### config.mk
export PLATFORM = sky130hd
export DESIGN_NAME = oddz_mon
export DESIGN_NICKNAME = d
export VERILOG_FILES = /design/src/rtl/oddz_pkg.sv /design/src/rtl/oddz_par_trk.sv /design/src/rtl/oddz_zero_trk.sv /design/src/rtl/oddz_mon.sv
export SDC_FILE = /design/constraint.sdc
export NUM_CORES = 1
export LEC_CHECK = 0
export BUFFER_PORTS_ARGS = -buffer_cell sky130_fd_sc_hd__buf_4
export CAP_MARGIN = 15
export CORE_AREA = 2 2 39 41
export DETAILED_ROUTE_END_ITERATION = 12
export DIE_AREA = 0 0 41 43
export SLEW_MARGIN = 5
export SYNTH_ARGS = -nofsm -noshare
export SYNTH_HDL_FRONTEND = slang
export SYNTH_SLANG_ARGS = --single-unit
### constraint.sdc
create_clock -name clk -period 1.35 [get_ports clk]
set_clock_uncertainty 0.2 [all_clocks]
set_input_delay 0.27 -clock clk [delete_from_list [all_inputs] [get_ports clk]]
set_output_delay 0.27 -clock clk [all_outputs]
set_load 0.05 [all_outputs]
### src/rtl/oddz_pkg.sv
package oddz_pkg;

  // zero-tracking progress of the monitor
  typedef enum logic [1:0] {
    ZT_CLEAR = 2'd0,
    ZT_HALF  = 2'd1,
    ZT_PAIR  = 2'd2
  } zt_e;

  localparam int ZT_STATES = 3;

  // advance the zero tracker by one accepted bit
  function automatic zt_e zt_step(zt_e cur, logic bit_v);
    zt_e nxt;
    if (cur == ZT_PAIR) begin
      nxt = ZT_PAIR;
    end else if (bit_v) begin
      nxt = ZT_CLEAR;
    end else if (cur == ZT_HALF) begin
      nxt = ZT_PAIR;
    end else begin
      nxt = ZT_HALF;
    end
    return nxt;
  endfunction

  // parity of ones after one accepted bit
  function automatic logic par_step(logic cur, logic bit_v);
    return cur ^ bit_v;
  endfunction

  // Moore output decode
  function automatic logic flag_decode(logic odd, logic pair);
    return odd & pair;
  endfunction

endpackage

### src/rtl/oddz_par_trk.sv
module oddz_par_trk
  import oddz_pkg::*;
(
  input  logic clk,
  input  logic rst,
  input  logic take,
  input  logic bit_v,
  output logic odd_q,
  output logic odd_nxt
);

  always_comb begin
    odd_nxt = odd_q;
    if (take) odd_nxt = par_step(odd_q, bit_v);
  end

  always_ff @(posedge clk) begin
    if (rst) odd_q <= 1'b0;
    else     odd_q <= odd_nxt;
  end

endmodule

### src/rtl/oddz_zero_trk.sv
module oddz_zero_trk
  import oddz_pkg::*;
#(
  parameter bit ONEHOT = 1'b0
)(
  input  logic clk,
  input  logic rst,
  input  logic take,
  input  logic bit_v,
  output logic pair_q,
  output logic pair_nxt,
  output logic half_q
);

  zt_e cur_s;
  zt_e nxt_s;

  always_comb begin
    nxt_s = cur_s;
    if (take) nxt_s = zt_step(cur_s, bit_v);
  end

  generate
    if (ONEHOT) begin : g_onehot
      localparam int W = ZT_STATES;
      logic [W-1:0] oh_q;
      logic [W-1:0] oh_d;

      always_comb begin
        if (oh_q[2])      cur_s = ZT_PAIR;
        else if (oh_q[1]) cur_s = ZT_HALF;
        else              cur_s = ZT_CLEAR;
      end

      always_comb begin
        case (nxt_s)
          ZT_PAIR: oh_d = 3'b100;
          ZT_HALF: oh_d = 3'b010;
          default: oh_d = 3'b001;
        endcase
      end

      always_ff @(posedge clk) begin
        if (rst) oh_q <= 3'b001;
        else     oh_q <= oh_d;
      end
    end else begin : g_binary
      zt_e bin_q;
      assign cur_s = bin_q;

      always_ff @(posedge clk) begin
        if (rst) bin_q <= ZT_CLEAR;
        else     bin_q <= nxt_s;
      end
    end
  endgenerate

  assign pair_q   = (cur_s == ZT_PAIR);
  assign half_q   = (cur_s == ZT_HALF);
  assign pair_nxt = (nxt_s == ZT_PAIR);

endmodule

### src/rtl/oddz_mon.sv
module oddz_mon
  import oddz_pkg::*;
#(
  parameter bit ZT_ONEHOT = 1'b0
)(
  input  logic clk,
  input  logic rst,
  input  logic bit_vld,
  input  logic bit_in,
  output logic flag_out
);

  // named internal events for the checker
  logic sample_evt;
  logic par_odd;
  logic par_odd_nxt;
  logic pair_seen;
  logic pair_nxt;
  logic half_seen;
  logic flag_q;

  assign sample_evt = bit_vld & ~rst;

  oddz_par_trk par_i (
    .clk     (clk),
    .rst     (rst),
    .take    (sample_evt),
    .bit_v   (bit_in),
    .odd_q   (par_odd),
    .odd_nxt (par_odd_nxt)
  );

  oddz_zero_trk #(.ONEHOT(ZT_ONEHOT)) zero_i (
    .clk      (clk),
    .rst      (rst),
    .take     (sample_evt),
    .bit_v    (bit_in),
    .pair_q   (pair_seen),
    .pair_nxt (pair_nxt),
    .half_q   (half_seen)
  );

  // output flop loaded from the next state: tracks present state exactly
  always_ff @(posedge clk) begin
    if (rst) flag_q <= 1'b0;
    else     flag_q <= flag_decode(par_odd_nxt, pair_nxt);
  end

  assign flag_out = flag_q;

endmodule

; ---- After elaboration in Yosys (flattened, before gate mapping)
; Cells that the tools add are included.
[word_totals]
reg_bits = 4
output_inout_bits = 1
[op_classes]
eq_ne = 3
bitwise_logic = 4
muxes = 5
[op_table]
columns = cell, count
row1 = $mux 2, 4
row2 = $eq 2x2->1 const B, 2
row3 = $and 1x1->1, 2
row4 = $eq 2x1->1 const B, 1
row5 = $mux 1, 1
row6 = $not 1->1, 1
row7 = $xor 1x1->1, 1

; ---- Depth between registers and ports, before layout
; Gate-level depths: netlist of run 1.
[depth]
word_depth = 7
mapped_depth = 3
mapped_depth_nobuf = 3

; ---- By module
; Synthesis of run 1 repeated with hierarchy kept, for this count alone.
[unflattened]
cells_unflattened = 23
area_unflattened_um2 = 207.7
[modules_own_cells]
columns = mod, instances, seq_area_each_um2, area_each_um2, cells_each
row1 = oddz_zero_trk, 1, 40.0, 115.1, 14
row2 = oddz_par_trk, 1, 20.0, 57.6, 6
row3 = oddz_mon, 1, 20.0, 35.0, 3

; ---- Worst setup path before layout of run 1
; Ideal clock, no wire load.
[synth_path]
kind = reg2reg
startpoint = reg zero_i.g_binary.bin_q[0] (netlist: zero_i.cur_s[0])
endpoint = reg zero_i.g_binary.bin_q[0] (netlist: zero_i.cur_s[0])
required_ns = 1.084
arrival_ns = 0.877
path_stages_with_launch = 4
path_buffers = 0
setup_ns = 0.066
path_slack_ns = 0.206
cell_sequence = dfxtp_1 > nand2b_1 > or3_1 > a21oi_2
[synth_via]
elab_chain_cells = 5
[synth_rtl]
columns = element, line
row1 = from (decl), oddz_zero_trk.sv:48  ; zt_e bin_q;
row2 = from (signal assigned), oddz_zero_trk.sv:53  ; else bin_q <= nxt_s;
row3 = $eq 2x1->1, oddz_pkg.sv:19  ; end else if (cur == ZT_HALF) begin
row4 = $mux 2, oddz_pkg.sv:19
row5 = $mux 2, oddz_pkg.sv:17  ; end else if (bit_v) begin
row6 = $mux 2, oddz_pkg.sv:15  ; if (cur == ZT_PAIR) begin
row7 = $mux 2 *, oddz_zero_trk.sv:20  ; if (take) nxt_s = zt_step(cur_s, bit_v);
; Every way passes the cells marked *; elsewhere a longest branch is shown, timed or not.
; A chain may end at the register's enable or synchronous reset.

; ---- Final worst setup path of run 1
; Ends and elaborated chain as after synthesis.

==> summary.md, run 1 <==
| Metric | Value |
|---|---|
| Status | `finished, final reports clean` |
| Syn nets | `26` |
| Resized cells post-CTS | `0` |
| CP Class | `reg -> reg` |
| Global route total overflow | `0` |
| Via/cell ratio | `3.98` |
| Max-cap violations | `0` |
| Post-synth top area cell | `dfxtp_1` |
| Maximum achievable frequency | `between 800 and 900 MHz` |
| Area Growth Syn to Fin | `38.7%` |
| Unrepaired setup endpoints after global routing | `false` |
| Number of synthesis warnings | `0` |
| # DRC | `0` |
| Total chip power | `~320 uW` |
| Chip Height | `approximately 43 microns` |
| Compound-cell area share of the yosys netlist | `0.193` |
| DIE WIDTH | `roughly 41 microns` |
| Peak supply drop | `roughly 320 uV` |
| Critical path required time | `about 1.3 ns` |
| GP Congestion | `roughly 0.7` |
| Initial core utilization | `0.136` |
| Post-synthesis xor/xnor area fraction | `0.0467` |
| Post-synthesis sequential area ratio | `0.427` |
| Yosys cell types | `14` |
| Row cnt | `14` |
| # setup viols final | `0` |
| Fin. Hold Viols | `0` |
| Reg clk slew, reported paths | `roughly 0.040 ns` |
| Vias in the first global route | `172` |
| CTS tree | `yes` |
| Clk Latency, worst-skew pair | `approximately 0.24 ns` |
| CTS Buf Count | `3` |
| Slew Limit Fails | `0` |
| # H-tree levels | `1` |
| Met3 Track Usage GR | `0.0157` |
| Initial antenna violation count | `0` |
| FILL cells | `between 150 and 200` |
| Power Density | `around 1200 mW/mm^2` |
| Largest net degree at the start of global routing | `7` |
| Syn_area_per_cell | `between 8 and 9 sq um` |
| Fraction of layout cells with a size suffix above 1 | `0.276` |
| Gr usage total | `0.0612` |
| Hpwl dp | `between 200 and 300 microns` |
| Via count | `179` |
| Post-CTS setup buffers | `0` |
| Routed WL | `around 380 microns` |
| Area share of the largest cell type after synthesis | `0.427` |
| Nets | `35` |
| Setup TNS | `0 ns` |
| ANT nets after route | `0` |
| Cell count after synthesis | `22` |
| Simple-gate share of the synthesized area | `0.293` |
| Crit path capture type | `flip-flop` |
| CTS Sinks | `4` |
| Detailed Route Iter0 Violations | `8` |
| M2 GR Usage | `0.0750` |
| Period utilisation layout | `0.906` |
| I/O Buffers | `4` |
| Worst slew margin | `0.855` |
| Fin crit period | `1.22 ns` |
| Clock buffer depth | `2` |
| Hold Crit Class | `in -> reg` |
| Wire length per cell | `about 8.4 microns` |
| Ports | `5` |
| GRT met1 Usage | `0.0611` |
| Drt pass-1 iters | `2` |
| Leak | `0.101 nW` |
| Mux cell area share after synthesis | `0` |
| Main combinational cell family by area after synthesis | `simple AND/OR/NAND/NOR gates` |
| Max FO, Critical Path | `4` |
| Place WS | `0.110 ns` |
| Final WS setup | `0.127 ns` |
| ANT cells | `0` |
| Crit start category | `flip-flop` |
| Post-layout util | `0.188` |
| Area of the core | `~0.0014 sq mm` |
| Hold-fix buffer count after cts | `0` |
| Synth Register Bits | `4` |
| First-pass GRT wire length | `between 600 and 700 microns` |
| CP Data Arrival Time | `1.20 ns` |
| DIE AREA | `between 0.0015 and 0.002 sq mm` |
| Worst slew pin tran | `between 0.2 and 0.25 ns` |
| Area contributors post-synth | `dfxtp_1 (43%), and4bb_1 (6.7%), nand2b_1 (6.7%)` |
| Cell Area, Synth | `between 150 and 200 sq um` |
| Clock root buffer | `clkbuf_4` |
| Post-Synth Adder-Cell Area | `0` |
| GRT busiest layer | `met4` |
==> through the flow <==
step | area (sq um) | hold WS [ns] | std cells
detailed placement | 238 | 0.272 | 42
CTS | 260 | 0.0135 | 45
floorplan | 188 | 0.132 | 22
finish | 260 | 0.0189 | 45
global placement | 238 | 0.271 | 42
global route | 260 | 0.0232 | 45
==> cell families (layout without fill, tap and decap cells) <==
family                 Yosys count  in the layout
AND/OR/NAND/NOR                 10             10
AO/OA/AOI/OAI                    5              5
flip-flops                       4              4
buffers and inverters            2              9
XOR/XNOR                         1              1
==> power by group <==
part	total, mW	internal (mW)	leakage (nW)	switching, mW
clock	0.158	0.100	0.0138	0.0578
sequential	0.128	0.124	0.0326	0.00364
combinational	0.0339	0.0169	0.0545	0.0170
==> per-layer routing <==
metal / share of wire / vias up / wire (microns)
met3: 0.053 / 2 / 20
met1: 0.47 / 81 / 179
li1: - / 91 / -
met4: 0.056 / 0 / 21
met5: 0 / - / 0
met2: 0.42 / 5 / 157
==> cell usage after synthesis (all sizes together) <==
cell    instances
nor2            3
a21oi           2
nand2b          2
a21o            1
or3             1
dfxtp           4
inv             2
xnor2           1
nand3           1
a31oi           1
and4bb          1
nand2           2
o32ai           1
==> final cells by class <==
| class | instances | area, sq um | area share |
|---|---|---|---|
| multi-input combinational | 16 | 100 | 0.385 |
| sequential | 4 | 80.1 | 0.308 |
| timing repair buffer | 4 | 30.0 | 0.115 |
| clock buffer | 3 | 22.5 | 0.0865 |
| tap | 16 | 20.0 | 0.0769 |
| inverter | 2 | 7.51 | 0.0288 |
==> path summary, 6_finish.rpt <==
check	start	to	slack, ns	cells past startpoint
max	zero_i.cur_s[0]	zero_i.cur_s[0]	0.13	3
min	rst	zero_i.cur_s[0]	0.02	2
max reg2reg	zero_i.cur_s[0]	zero_i.cur_s[0]	0.13	3
min reg2reg	par_i.odd_q	flag_out	0.33	2
==> cells in the final DEF (no fill, tap or decap) <==
cell	Yosys	routed
a21o_1	1	1
a21oi_1	1	1
a21oi_2	1	1
a31oi_1	1	1
and4bb_1	1	1
buf_4	0	4
clkbuf_4	0	3
dfxtp_1	4	4
inv_1	2	2
nand2_1	2	2
nand2b_1	2	2
nand3_1	1	1
nor2_1	3	3
o32ai_1	1	1
or3_1	1	1
xnor2_1	1	1
==> sequential cells by signal, summed over array words and instances (netlist names) <==
| register | cells |
|---|---|
| flag_out | 1 |
| par_i.odd_q | 1 |
| zero_i.cur_s | 2 |
==> critical path, stage by stage (launching register included) <==
cell,delay (ns)
dfxtp_1,0.32
nand2b_1,0.16
or3_1,0.34
a21oi_2,0.14
No activity file was read; power rests on OpenSTA's default activity.
==> run 2, diff against run 1 <==
CTS_BUF_LIST = sky130_fd_sc_hd__clkbuf_16   (was not set)
==> summary.md, run 2 (synthesized netlist as in run 1, its figures left out) <==
| Metric | Value |
|---|---|
| Hpwl dp | `276 microns` |
| CP peak stage delay | `0.34 ns` |
| Via count | `180` |
| GP Congestion | `a little over 0.7` |
| Row cnt | `14` |
| Fin. Hold Viols | `0` |
| CTS Buf Count | `3` |
| Area of the core | `~0.0014 sq mm` |
| Clock root buffer | `clkbuf_16` |
| Power Density | `between 1500 and 2000 mW/mm^2` |
| Via/cell ratio | `around 4.0` |
| CP Data Arrival Time | `1.18 ns` |
| Smallest hold slack | `about 0.04 ns` |
| Global route total overflow | `0` |
| Layout Cells excl Fill | `45` |
| Initial antenna violation count | `0` |
| Initial core utilization | `0.136` |
| Crit path cell chain | `nand2b_1 > or3_1 > a21oi_2` |
| Unrepaired setup endpoints after global routing | `false` |
| Maximum achievable frequency | `~820 MHz` |
| Final WS setup | `around 0.13 ns` |
| CP Class | `reg -> reg` |
| Resized cells post-CTS | `0` |
| Max reg flops | `2` |
| Seq pwr share | `0.205` |
| Hold-fix buffer count after cts | `0` |
| Slew Limit Fails | `0` |
| Peak supply drop | `approximately 630 uV` |
| Clk Latency, worst-skew pair | `0.22 ns` |
| Crit start category | `flip-flop` |
| Clock buffer depth | `2` |
| Gr usage total | `0.0622` |
| Hold Crit Class | `in -> reg` |
| I/O Buffers | `4` |
| Switching portion of total power | `0.168` |
| Crit path capture type | `flip-flop` |
| DIE AREA | `~0.0018 sq mm` |
| Total chip power | `between 600 and 700 uW` |
| Placed Instances | `42` |
| # DRC | `0` |
| Routed WL | `377 microns` |
| ANT nets after route | `0` |
| Post-CTS setup buffers | `0` |
| # setup viols final | `0` |
| Wire length per cell | `8.38 microns` |
| Int Pwr | `between 500 and 600 uW` |
| First-pass GRT wire length | `about 660 microns` |
| Setup TNS | `0 ns` |
| Seq. cell area | `80.1 sq um` |
| Area Growth Syn to Fin | `66.7%` |
| ANT cells | `0` |
| # H-tree levels | `1` |
| Leak | `0.124 nW` |
| Nets | `35` |
| Combinational share of power | `0.054` |
| CTS Sinks | `4` |
| Max-cap violations | `0` |
| Status | `finished, final reports clean` |
| Clock power share | `0.740` |
| Leading cell types in the layout, fill and taps excluded | `dfxtp_1 (4), buf_4 (4), nor2_1 (3), clkbuf_16 (3)` |
| Critical path required time | `~1.3 ns` |
| Fraction of layout cells with a size suffix above 1 | `0.276` |
| Largest net degree at the start of global routing | `7` |
| Slowest-stage cell, CP | `or3_1` |
| Chip Height | `43 microns` |
| DIE WIDTH | `41 microns` |
| FILL cells | `approximately 150` |
| Vias in the first global route | `about 180` |
| Net switching power figure | `105 uW` |
| Reg clk slew, reported paths | `around 0.03 ns` |
| Area of the multi-input gates | `approximately 100 sq um` |
| Place WS | `around 0.11 ns` |
| Fin crit period | `about 1.2 ns` |
| Ports | `5` |
| Detailed Route Iter0 Violations | `5` |
| Worst slew pin tran | `roughly 0.22 ns` |
| Drt pass-1 iters | `3` |
| Max FO, Critical Path | `4` |
| Worst slew margin | `0.856` |
| CTS tree | `yes` |
| Period utilisation layout | `0.905` |
-- run 2: metal layers --
layer,GRT usage,wire (microns),vias to the layer above
li1,-,-,91
met1,0.0643,177,81
met3,0.0157,24,2
met5,0,0,-
met2,0.0750,148,6
met4,0.100,26,0
-- run 2: worst max-delay path, delay by kind of cell, from the launching register on --
kind	cells	cell delay [ns]
DFF	1	0.31
and+or+nand+nor	2	0.50
AOI/OAI and AO/OA	1	0.14
-- run 2: layout make-up --
class                      instances  share of cell area
timing repair buffer               4              0.0960
clock buffer                       3               0.240
inverter                           2              0.0240
tap                               16              0.0640
multi-input combinational         16               0.320
sequential                         4               0.256
-- run 2: per-stage QoR --
step           cell area [sq um]   util
2_1_floorplan                188      -
3_3_place_gp                 238  0.172
3_5_place_dp                 238  0.172
4_1_cts                      313  0.226
5_1_grt                      313  0.226
6_report                     313  0.226
-- run 2: final timing paths --
path / slack, ns / to / from / cells after the start
worst max-delay path: 0.13 / zero_i.cur_s[0] / zero_i.cur_s[0] / 3
worst min-delay path: 0.04 / zero_i.cur_s[0] / rst / 2
worst max register to register: 0.13 / zero_i.cur_s[0] / zero_i.cur_s[0] / 3
worst min register to register: 0.33 / flag_out / par_i.odd_q / 2
-- run 2: power groups by stage --
stage,Combinational [mW],Sequential (mW),Clock (mW)
after floorplan,0.0187,0.130,0
after global placement,0.0337,0.130,0
after detailed placement,0.0338,0.130,0
after CTS,0.0340,0.128,0.474
after global routing,0.0389,0.129,0.481
final,0.0339,0.128,0.463
